<file path="src/rtl/emu_scan_pkg.sv">
package emu_scan_pkg;
    localparam int WORD_W = 16;
    localparam int LOC_W  = 4;
    localparam int LINK_W = 8;

    typedef enum logic [1:0] {
        K_RD_DIRECT   = 2'b00,
        K_RD_INDIRECT = 2'b01,
        K_WR_PLAIN    = 2'b10,
        K_WR_STATE    = 2'b11
    } rw_kind_e;

    typedef struct packed {
        logic              is_func;
        rw_kind_e          kind;
        logic [LOC_W-1:0]  loc;
        logic [LINK_W-1:0] link;
        logic              val;
    } prog_word_t;

    typedef enum logic [3:0] {
        S_INIT, S_STG_ST, S_LD_IN, S_CP_SCAN, S_CP_FETCH, S_CP_WR,
        S_EV_GO, S_EV_WT, S_STG_CB, S_OUT_GO, S_OUT_WT, S_DL_GO, S_DL_WT
    } scan_state_e;
endpackage

</file>
<file path="src/rtl/emu_tick_prescaler.sv">
module emu_tick_prescaler #(
    parameter int DIV = 3000
) (
    input  logic clk,
    input  logic rst,
    input  logic clear,
    output logic tick
);
    localparam int PW = $clog2(DIV + 1);

    logic [PW-1:0] cnt_q;

    assign tick = (cnt_q == PW'(DIV - 1));

    always_ff @(posedge clk) begin
        if (rst || clear) begin
            cnt_q <= '0;
        end else if (tick) begin
            cnt_q <= '0;
        end else begin
            cnt_q <= cnt_q + 1'b1;
        end
    end

    // the prescaler never leaves its divide range
    a_r8_prescale_bound: assert property (@(posedge clk) disable iff (rst)
        int'(cnt_q) < DIV);
endmodule

</file>
<file path="src/rtl/emu_delay_timer.sv">
module emu_delay_timer #(
    parameter int W = 14
) (
    input  logic         clk,
    input  logic         rst,
    input  logic         start,
    input  logic [W-1:0] units,
    input  logic         tick,
    output logic         done
);
    logic         busy_q;
    logic [W-1:0] left_q;

    assign done = busy_q && (left_q == '0);

    always_ff @(posedge clk) begin
        if (rst) begin
            busy_q <= 1'b0;
            left_q <= '0;
        end else if (start) begin
            busy_q <= 1'b1;
            left_q <= units;
        end else if (busy_q) begin
            if (left_q == '0) begin
                busy_q <= 1'b0;
            end else if (tick) begin
                left_q <= left_q - 1'b1;
            end
        end
    end

    // while a delay runs the remaining count only goes down
    a_r8_count_down: assert property (@(posedge clk) disable iff (rst)
        (busy_q && $past(busy_q) && !$past(start)) |-> (left_q <= $past(left_q)));
endmodule

</file>
<file path="src/rtl/emu_scan_seq.sv">
module emu_scan_seq
    import emu_scan_pkg::*;
#(
    parameter int PROG_LEN = 64,
    parameter int IN_W     = 14,
    parameter int OUT_W    = 14,
    parameter int DLY_W    = 14,
    parameter int CNT_W    = 16,
    parameter int TICK_DIV = 3000,
    localparam int PA_W    = (PROG_LEN > 1) ? $clog2(PROG_LEN) : 1
) (
    input  logic                clk,
    input  logic                rst,
    output logic [PA_W-1:0]     mem_addr,
    input  logic [WORD_W-1:0]   mem_rdata,
    output logic                mem_we,
    output logic [WORD_W-1:0]   mem_wdata,
    output logic [LINK_W-1:0]   in_addr,
    input  logic [IN_W-1:0]     in_rdata,
    output logic                eval_start,
    input  logic                eval_done,
    output logic                out_start,
    input  logic                out_done,
    output logic [OUT_W-1:0]    stage_data,
    input  logic [DLY_W-1:0]    dly_units,
    output logic [CNT_W-1:0]    cycle_count
);
    localparam int OIDX_W = (OUT_W > 1) ? $clog2(OUT_W) : 1;
    localparam int IIDX_W = (IN_W > 1) ? $clog2(IN_W) : 1;

    scan_state_e       state_q, state_d;
    prog_word_t        cur, held_q;
    logic [PA_W-1:0]   idx_q, idx_next;
    logic              fetched_q;
    logic [OUT_W-1:0]  stage_q;
    logic [CNT_W-1:0]  cnt_q;
    logic              at_last, is_rw, st_read, in_read, out_ok;
    logic [OIDX_W-1:0] oidx;
    logic [IIDX_W-1:0] iidx;
    logic              dly_start, dly_done, tick;

    assign cur      = prog_word_t'(mem_rdata);
    assign at_last  = (idx_q == PA_W'(PROG_LEN - 1));
    assign idx_next = at_last ? '0 : idx_q + 1'b1;
    assign is_rw    = !cur.is_func;
    assign st_read  = is_rw && (cur.kind == K_RD_DIRECT) && (cur.loc == '0);
    assign in_read  = is_rw && (cur.kind == K_RD_DIRECT) && (cur.loc != '0)
                      && (int'(cur.loc) <= IN_W);
    assign out_ok   = (cur.loc != '0) && (int'(cur.loc) <= OUT_W);
    assign oidx     = OIDX_W'(cur.loc - 1'b1);
    assign iidx     = IIDX_W'(cur.loc - 1'b1);

    assign stage_data  = stage_q;
    assign cycle_count = cnt_q;

    emu_tick_prescaler #(.DIV(TICK_DIV)) u_prescale (
        .clk   (clk),
        .rst   (rst),
        .clear (dly_start),
        .tick  (tick)
    );

    emu_delay_timer #(.W(DLY_W)) u_delay (
        .clk   (clk),
        .rst   (rst),
        .start (dly_start),
        .units (dly_units),
        .tick  (tick),
        .done  (dly_done)
    );

    // next-state selection
    always_comb begin
        state_d = state_q;
        unique case (state_q)
            S_INIT:     if (at_last) state_d = S_STG_ST;
            S_STG_ST:   if (at_last) state_d = S_LD_IN;
            S_LD_IN:    if (at_last) state_d = S_CP_SCAN;
            S_CP_SCAN:  if (st_read) state_d = S_CP_FETCH;
                        else if (at_last) state_d = S_EV_GO;
            S_CP_FETCH: state_d = S_CP_WR;
            S_CP_WR:    state_d = at_last ? S_EV_GO : S_CP_SCAN;
            S_EV_GO:    state_d = S_EV_WT;
            S_EV_WT:    if (eval_done) state_d = S_STG_CB;
            S_STG_CB:   if (at_last) state_d = S_OUT_GO;
            S_OUT_GO:   state_d = S_OUT_WT;
            S_OUT_WT:   if (out_done) state_d = S_DL_GO;
            S_DL_GO:    state_d = S_DL_WT;
            S_DL_WT:    if (dly_done) state_d = S_STG_ST;
            default:    state_d = S_INIT;
        endcase
    end

    // state register
    always_ff @(posedge clk) begin
        if (rst) state_q <= S_INIT;
        else     state_q <= state_d;
    end

    // walk index, staging and loop counter
    always_ff @(posedge clk) begin
        if (rst) begin
            idx_q     <= '0;
            held_q    <= '0;
            fetched_q <= 1'b0;
            stage_q   <= '0;
            cnt_q     <= '0;
        end else begin
            unique case (state_q)
                S_INIT, S_LD_IN: idx_q <= idx_next;
                S_STG_ST: begin
                    if (is_rw && (cur.kind == K_WR_STATE) && out_ok)
                        stage_q[oidx] <= cur.val;
                    idx_q <= idx_next;
                end
                S_STG_CB: begin
                    if (is_rw && (cur.kind == K_WR_PLAIN) && out_ok)
                        stage_q[oidx] <= cur.val;
                    idx_q <= idx_next;
                end
                S_CP_SCAN: begin
                    if (st_read) held_q <= cur;
                    else         idx_q  <= idx_next;
                end
                S_CP_FETCH: fetched_q <= mem_rdata[0];
                S_CP_WR:    idx_q     <= idx_next;
                S_DL_WT:    if (dly_done) cnt_q <= cnt_q + 1'b1;
                default: ;
            endcase
        end
    end

    // outputs
    always_comb begin
        mem_addr   = idx_q;
        mem_we     = 1'b0;
        mem_wdata  = mem_rdata;
        in_addr    = cur.link;
        eval_start = 1'b0;
        out_start  = 1'b0;
        dly_start  = 1'b0;
        unique case (state_q)
            S_INIT: if (is_rw && cur.kind[1]) begin
                mem_we    = 1'b1;
                mem_wdata = {mem_rdata[WORD_W-1:1], 1'b0};
            end
            S_LD_IN: if (in_read) begin
                mem_we    = 1'b1;
                mem_wdata = {mem_rdata[WORD_W-1:1], in_rdata[iidx]};
            end
            S_CP_FETCH: mem_addr = PA_W'(held_q.link);
            S_CP_WR: begin
                mem_we    = 1'b1;
                mem_wdata = {held_q[WORD_W-1:1], fetched_q};
            end
            S_EV_GO:  eval_start = 1'b1;
            S_OUT_GO: out_start  = 1'b1;
            S_DL_GO:  dly_start  = 1'b1;
            default: ;
        endcase
    end

    // request pulses last one cycle
    a_r7_eval_pulse: assert property (@(posedge clk) disable iff (rst)
        eval_start |=> !eval_start);
    a_r7_out_pulse: assert property (@(posedge clk) disable iff (rst)
        out_start |=> !out_start);
    // the evaluator owns the memory while it runs
    a_r7_quiet_eval: assert property (@(posedge clk) disable iff (rst)
        (state_q == S_EV_WT) |-> !mem_we);
    // staging is steady while the output writer works
    a_r6_stage_hold: assert property (@(posedge clk) disable iff (rst)
        (state_q == S_OUT_WT) |-> $stable(stage_data));
    // loop counter only steps by one
    a_r9_count_step: assert property (@(posedge clk) disable iff (rst)
        (cycle_count != $past(cycle_count)) |-> (cycle_count == $past(cycle_count) + 1'b1));
    // evaluation is only requested after the copy pass
    a_r2_order: assert property (@(posedge clk) disable iff (rst)
        eval_start |-> ($past(state_q) == S_CP_SCAN || $past(state_q) == S_CP_WR));
endmodule

</file>
<file path="config.mk">
export PLATFORM = sky130hd
export DESIGN_NAME = emu_scan_seq
export DESIGN_NICKNAME = d
export VERILOG_FILES = /design/src/rtl/emu_scan_pkg.sv /design/src/rtl/emu_tick_prescaler.sv /design/src/rtl/emu_delay_timer.sv /design/src/rtl/emu_scan_seq.sv
export SDC_FILE = /design/constraint.sdc
export NUM_CORES = 1
export LEC_CHECK = 0
export BUFFER_PORTS_ARGS = -buffer_cell sky130_fd_sc_hd__clkbuf_2
export CAP_MARGIN = 5
export CORE_MARGIN = 5
export CORE_UTILIZATION = 55
export CTS_BUF_LIST = sky130_fd_sc_hd__clkbuf_2 sky130_fd_sc_hd__clkbuf_4 sky130_fd_sc_hd__clkbuf_8
export CTS_CLUSTER_DIAMETER = 100
export DETAILED_ROUTE_END_ITERATION = 7
export PLACE_DENSITY_LB_ADDON = 0.15
export SLEW_MARGIN = 40
export SYNTH_ARGS = -nofsm -noshare
export SYNTH_HDL_FRONTEND = slang
export SYNTH_SLANG_ARGS = --single-unit
</file>
<file path="constraint.sdc">
create_clock -name clk -period 3.7 [get_ports clk]
set_input_delay 0.185 -clock clk [delete_from_list [all_inputs] [get_ports clk]]
set_output_delay 0.185 -clock clk [all_outputs]
set_load 0.05 [all_outputs]
</file>
Yosys cells after proc, flatten, opt, wreduce, memory -nomap -nowiden
Cells that the tools add are included.
{ "totals": {"wordCells": 118, "out_inout_bits": 63, "register_bits": 83, "in_bits": 48} }
{ "classes": {"n_lt_le_gt_ge": 3, "reduce_logical": 31, "addsub": 5, "n_mux": 39, "eq_ne": 28} }
{ "op_table": {"columns": ["op", "n"], "rows": [
  ["2-to-1 mux 14 bit", 6],
  ["one-hot mux 4 bit (13 select lines)", 1],
  ["one-hot mux 16 bit (3 select lines)", 1],
  ["2-to-1 mux 4 bit", 9],
  ["one-hot mux 14 bit (2 select lines)", 1],
  ["inequality test 2 bit, second input constant", 11],
  ["== test 4 bit, second input constant", 5],
  ["2-to-1 mux 6 bit", 3],
  ["adder 16 x 1 -> 16 bit, second input constant", 1],
  ["== test 4 x 3 -> 1 bit, second input constant", 4],
  ["bitwise mux 14 bit", 1],
  ["zero test 14 bit", 1],
  ["subtractor 14 x 1 -> 14 bit, second input constant", 1],
  ["adder 12 x 1 -> 12 bit, second input constant", 1],
  ["== test 12 bit, second input constant", 1],
  ["logical AND 1 bit", 12],
  ["2-to-1 mux 1 bit", 12],
  ["one-hot mux 6 bit (2 select lines)", 1],
  ["== test 4 x 2 -> 1 bit, second input constant", 2],
  ["zero test 4 bit", 2],
  ["AND reduction 8 bit", 1],
  ["nonzero test 2 bit", 4],
  ["adder 6 x 1 -> 6 bit, second input constant", 1],
  ["== test 6 bit, second input constant", 1],
  ["19 further kinds", 23]
]} }

Logic depth before layout (Yosys ltp)
Gate-level depths: netlist of run 1.
{ "logic_depth": {"depth_word": 8, "depth_mapped": 9} }

Hierarchy
Synthesis of run 1 repeated with hierarchy kept, for this count alone.
{ "hier_totals": {"cells_unflattened": 579, "hier_area_um2": 4702.0} }
{ "modules_own_cells": {"columns": ["module", "cells_per_inst", "seq_area_each_um2", "area_each_um2", "n_inst"], "rows": [
  ["emu_scan_seq", 400, 1121.1, 3210.6, 1],
  ["emu_delay_timer", 120, 300.3, 952.2, 1],
  ["emu_tick_prescaler", 59, 240.2, 539.3, 1]
]} }

Least setup slack after synthesis of run 1
No wires, ideal clock.
{ "synth_timing": {"kind": "input port to output port", "start": "input mem_rdata[9]", "end": "output mem_wdata[0]", "setup_slack_ns": 0.699, "t_arrival_ns": 2.816, "stages": 8, "path_cell_list": "clkbuf_1 inv_1 ha_1 mux4_2 inv_1 a22oi_1 o211ai_1 a222oi_1"} }
{ "synth_between": {"elab_chain_len": 5, "elab_cells_between_ends": 9, "cone_classes": "add/sub: 1; order compare: 1; mux: 4; reduce/logical: 3"} }
{ "synth_lines": {"columns": ["element", "line", "source"], "rows": [
  ["start: declaration", "emu_scan_seq.sv:15", "input logic [WORD_W-1:0] mem_rdata,"],
  ["subtractor 4 x 1 -> 4 bit or nonzero test 4 bit (tied branches)", "emu_scan_seq.sv:51, emu_scan_seq.sv:47", null],
  ["binary-select mux 1 bit (select 4 bit) or logical AND 1 bit (tied branches)", "emu_scan_seq.sv:149, emu_scan_seq.sv:47", null],
  ["2-to-1 mux 1 bit (not written as such) or logical AND 1 bit (tied branches)", "emu_scan_seq.sv:149, emu_scan_seq.sv:48", null],
  ["2-to-1 mux 1 bit (*)", "emu_scan_seq.sv:147", "S_LD_IN: if (in_read) begin"],
  ["one-hot mux 16 bit (3 select lines) (*)", "emu_scan_seq.sv:142", "unique case (state_q)"],
  ["end: declaration", "emu_scan_seq.sv:17", "output logic [WORD_W-1:0] mem_wdata,"]
]} }
Every way passes the cells marked *; elsewhere a longest branch is shown, timed or not. The select of a mux whose other input is x is not followed.

Final worst setup path of run 1
{ "layout_timing": {"start": "register state_q[2]", "end": "register cnt_q[11] (netlist: cycle_count[11])"} }
{ "layout_between": {"elab_chain_len": 2} }
{ "layout_lines": {"columns": ["element", "line", "source"], "rows": [
  ["start: declaration", "emu_scan_seq.sv:31", "scan_state_e state_q, state_d;"],
  ["start signal: assignment", "emu_scan_seq.sv:97", "else state_q <= state_d;"],
  ["== test 4 bit", "emu_scan_seq.sv:109", "unique case (state_q)"],
  ["AND reduction 2 bit (no line)", null, null],
  ["end signal: assignment", "emu_scan_seq.sv:127", "S_DL_WT: if (dly_done) cnt_q <= cnt_q + 1'b1;"],
  ["end: declaration", "emu_scan_seq.sv:36", "logic [CNT_W-1:0] cnt_q;"]
]} }
Every way passes these cells.
A chain may end at the register's enable or synchronous reset.

==> results of run 1 <==
==> layout make-up <==
cell class | instances | area [um^2] | share of cell area
Inverter | 12 | 45.0 | 0.00818
Multi-Input combinational cell | 418 | 2870 | 0.521
Clock inverter | 4 | 51.3 | 0.00931
Sequential cell | 83 | 1660 | 0.302
Clock buffer | 11 | 145 | 0.0264
Tap cell | 105 | 131 | 0.0239
Timing Repair Buffer | 117 | 603 | 0.109
==> critical path, cell delays in order, from the launching register on <==
cell and delay, ns:
dfxtp_1 0.74, nor4bb_1 0.58, and4_1 0.39, nand4_2 0.29, or4_1 0.57, a21oi_1 0.14
==> stage by stage <==
| step | power [uW] | hold WS (ns) | utilization | cell area, um^2 |
|---|---|---|---|---|
| final | 1850 | 0.104 | 0.664 | 5510 |
| after global routing | 1930 | 0.0958 | 0.664 | 5510 |
| after CTS | 1870 | 0.0917 | 0.662 | 5490 |
| after detailed placement | 1220 | 0.438 | 0.638 | 5300 |
| after global placement | 1210 | 0.437 | 0.638 | 5300 |
| after floorplan | 1140 | 0.329 | - | 4740 |
==> worst min-delay path by stage <==
stage / to / cells past startpoint / from / slack [ns]
2_1_floorplan: held_q[10] / 2 / mem_rdata[10] / 0.33
3_3_place_gp: held_q[13] / 1 / held_q[13] / 0.44
3_5_place_dp: held_q[12] / 1 / held_q[12] / 0.44
4_1_cts: held_q[2] / 3 / mem_rdata[2] / 0.09
5_1_grt: u_delay.left_q[8] / 3 / dly_units[8] / 0.1
6_report: held_q[6] / 3 / mem_rdata[6] / 0.10
==> report_power, final <==
group	switching, uW	internal (uW)	total, uW
clock network	318	335	653
registers	21.7	902	924
logic	180	93.0	273
==> flip-flops by register name, summed over array words and instances, names as in the netlist <==
| name | count |
|---|---|
| u_delay.busy_q | 1 |
| fetched_q | 1 |
| u_delay.left_q | 14 |
| stage_data | 14 |
| u_prescale.cnt_q | 12 |
| state_q | 4 |
| held_q | 15 |
| cycle_count | 16 |
| idx_q | 6 |
==> metal layers <==
metal / vias to the layer above / GRT usage / wire [um]
met5: - / 0 / 0
li1: 2205 / - / -
met1: 2021 / 0.274 / 5050
met4: 0 / 0.0568 / 131
met3: 10 / 0.0426 / 664
met2: 101 / 0.378 / 5410
==> cell families after synthesis <==
logic type / after synthesis / synth area share
simple gates: 232 / 0.269
fa+ha+maj: 10 / 0.0264
xor+xnor: 24 / 0.0443
flops: 83 / 0.350
mux: 48 / 0.115
compound gates: 104 / 0.148
buf+inv: 49 / 0.0472
==> layout by cell type, fill, tap and decap left out, types with 10 or more instances in the layout <==
master / n
clkbuf_2: 110
clkbuf_8: 10
xnor2_1: 10
nor2_1: 72
nand4_1: 15
a211oi_1: 10
nand3_1: 18
or3_1: 21
a21oi_1: 25
inv_1: 12
xor2_1: 14
o21ai_0: 26
mux2_2: 20
and2_1: 11
nand2_1: 27
nor3_1: 10
mux2i_1: 25
ha_1: 10
dfxtp_1: 83
==> reports/results.ini, run 1 <==
[route]
first_pass_iters=4
wl_per_cell_um=15.0
first_iter_violations=189
vias=4337
drc=0
wirelength_mm=11.3
final_antenna_net_count=0
avgViaCountPerCell=5.78

[floorplan]
dieArea_um2=10600
row_count=33
coreArea_um2=8300
die_w_um=103
die_h_um=103
ios=111
initial_core_util=0.571

[cts]
clock_latency_ns=0.34
cts_tree=built
cts-resized-gates=0
clockBufferDepth=2
cts_made_buffers=9
ctsHoldBuffers=0
clk_pin_slew_worst_paths_ns=0.09
cts_sinks=83
htreeDepth=3
cts_root_buf=clkbuf_8
post_cts_buffers=0

[place]
io_buffers=110
place.detailed.hpwl_mm=8.13
post-place-ws_ns=0.942
place_congestion=0.835
placedCellCount=735

[run]
maxCapViolations=0

[timing]
clock.fmax_mhz=359
drv_slew=0
slew_headroom=0.456
finalWorstSetupSlack_ns=0.912
worstMarginPinSlew_ns=0.814
fin_crit_sh=0.754
skew_ns=0.00787
hold_viol=0
setup_viol=0
setup_tns_ns=0
rsz0062_at_grt=false
period_minus_slack_ns=2.79

[critical_path]
cp_max_fo=22
ff2ff_setup_slack_ns=0.91
crit_path_end_kind=flop
cp-start-kind=flop
crit_start=state_q[2]
reg2regPathDepth=5
cp_data_required_time_ns=3.97
crit_end=cycle_count[11]
cp.arrival_ns=3.06
worstReg2RegStart=state_q[2]
regToRegEndpoint=cycle_count[11]
setup.worst_path.class=flop to flop

[logic_synthesis]
syn_nets=608
ys_types=64
async_reset_ff_frac=0
synth.most_common_cell=dfxtp_1
synthTopCellsByCount=83 x dfxtp_1, 72 x nor2_1, 27 x nand2_1
ys_ff_latch=83
ys.flop_type=dfxtp_1
avgSynthCellArea_um2=8.62
yosys_warnings=0
yosysTopAreaCell=dfxtp_1
synth-edff-count=0
netlist_area_um2=4740
synth_top_area_frac=0.350
synth.area.top_cells=dfxtp_1 35%, nor2_1 5.7%, mux2i_1 5.3%
synthCells=550
ys_seq_area_frac=0.350

[pwr]
power_density_nw_per_um2=336
ir_drop_uv=199
p_leak_uw=0.00234

[final_layout]
area_growth_pct=16.2
fillers=713
final_nets=699
antenna_cells=0
fin_cells=750
drive_above_1_share=0.267

[global_routing]
first_global_vias=4129
grt_max_degree=37
grt_pass1_wl_mm=18.7
track_usage=0.217
antenna_found_initial=0
grt-ovfl-total=0

[hold_path]
hold_path_class=input pin to flop

[status]
status=finished clean

(Power assumes the default switching activity.)
==> run 2, diff against run 1 <==
==> constraint.sdc (replaced) <==
create_clock -name clk -period 2.8 [get_ports clk]
set_input_delay 0.14 -clock clk [delete_from_list [all_inputs] [get_ports clk]]
set_output_delay 0.14 -clock clk [all_outputs]
set_load 0.05 [all_outputs]
==> reports/results.ini, run 2 (synthesis results as in run 1) <==
[pwr]
p_total_uw=2540
power_density_nw_per_um2=454
p_leak_uw=0.00239
ir_drop_uv=287

[cts]
cts-resized-gates=0
clock_latency_ns=0.36
clk_pin_slew_worst_paths_ns=0.08
cts_made_buffers=9
cts_sinks=83
clockBufferDepth=2
htreeDepth=3
cts_tree=built
post_cts_buffers=0
cts_root_buf=clkbuf_8
ctsHoldBuffers=0

[route]
wirelength_mm=11.6
drc=0
first_pass_iters=4
avgViaCountPerCell=5.79
wl_per_cell_um=15.2
final_antenna_net_count=0
first_iter_violations=165
vias=4394

[global_routing]
track_usage=0.218
first_global_vias=4121
grt_pass1_wl_mm=18.7
grt_max_degree=35
antenna_found_initial=0
grt-ovfl-total=0

[critical_path]
cp-start-kind=flop
cp_max_fo=21
worstReg2RegStart=u_prescale.cnt_q[0]
regToRegEndpoint=u_delay.left_q[6]
setup.worst_path.class=flop to output port
crit_path_end_kind=output port
cp.arrival_ns=2.21
cp_data_required_time_ns=2.66
reg2regPathDepth=6
ff2ff_setup_slack_ns=0.50

[final_layout]
area_growth_pct=17.7
drive_above_1_share=0.275
largest_reg_flops=16
final_cell_mix=110 x clkbuf_2, 83 x dfxtp_1, 72 x nor2_1
final_nets=708
final_common_cell=clkbuf_2
antenna_cells=0
fin_cells=759
finish.utilization=0.673

[floorplan]
initial_core_util=0.571
ios=111
dieArea_um2=10600
die_w_um=103
die_h_um=103
row_count=33
coreArea_um2=8300

[timing]
period_minus_slack_ns=2.35
clock.fmax_mhz=425
setup_viol=0
worstMarginPinSlew_ns=0.708
hold_viol=0
setup_tns_ns=0
drv_slew=0
hold_ws_ns=0.0444
fin_crit_sh=0.839
rsz0062_at_grt=false
skew_ns=0.0118
slew_headroom=0.516

[place]
place_congestion=0.835
io_buffers=110
placedCellCount=744
place.detailed.hpwl_mm=8.49

[hold_path]
min_path_cells=3
hold_end=held_q[5]
worstHoldStart=mem_rdata[5]
hold_path_class=input pin to flop

[run]
maxCapViolations=0

[status]
status=finished clean

run 2: cell count changes in the layout (fill, tap and decap cells not counted):
cell | previous run | this run
clkbuf_8 | 10 | 9
buf_4 | 7 | 16
o41ai_1 | 1 | 2
bufinv_16 | 1 | 2
clkinvlp_4 | 1 | 0
clkinv_2 | 1 | 2
o41ai_2 | 2 | 1
run 2: final cells by class:
class / instances / area (um^2)
Tap cell: 105 / 131
Timing Repair Buffer: 126 / 671
Multi-Input combinational cell: 418 / 2860
Clock inverter: 5 / 78.8
Clock buffer: 10 / 131
Sequential cell: 83 / 1660
Inverter: 12 / 45.0
Fill cell: 699 / 2720
run 2: worst max path at each step:
stage | slack (ns) | to | from
global route | 0.28 | u_delay.left_q[6] | u_prescale.cnt_q[0]
global placement | 0.49 | mem_wdata[0] | mem_rdata[10]
detailed placement | 0.41 | mem_wdata[0] | mem_rdata[10]
CTS | 0.40 | mem_wdata[0] | mem_rdata[10]
floorplan | 0.03 | mem_wdata[0] | mem_rdata[9]
finish | 0.45 | mem_wdata[8] | state_q[2]
run 2: per-stage QoR:
stage                     area [um^2]  setup slack [ns]
final                            5580             0.450
after global routing             5580             0.281
after CTS                        5570             0.403
after detailed placement         5360             0.406
after global placement           5360             0.489
after floorplan                  4740            0.0346
run 2: power by group:
part	switching, uW	total, uW	internal (uW)
Sequential	11.1	1200	1190
Combinational	260	392	132
Clock	435	941	506
run 2: worst max-delay path, cell delays in order (launching register included):
cell	delay [ns]
dfxtp_1	0.34
buf_4	0.24
nand2b_1	0.14
nor3b_2	0.25
buf_4	0.28
mux2_2	0.37
clkbuf_2	0.24
run 2: layer usage:
metal / track usage / wire length, um / vias up
li1: - / - / 2225
met1: 0.281 / 5290 / 2047
met2: 0.371 / 5470 / 106
met3: 0.0372 / 651 / 16
met4: 0.0707 / 165 / 0
met5: 0 / 0 / -
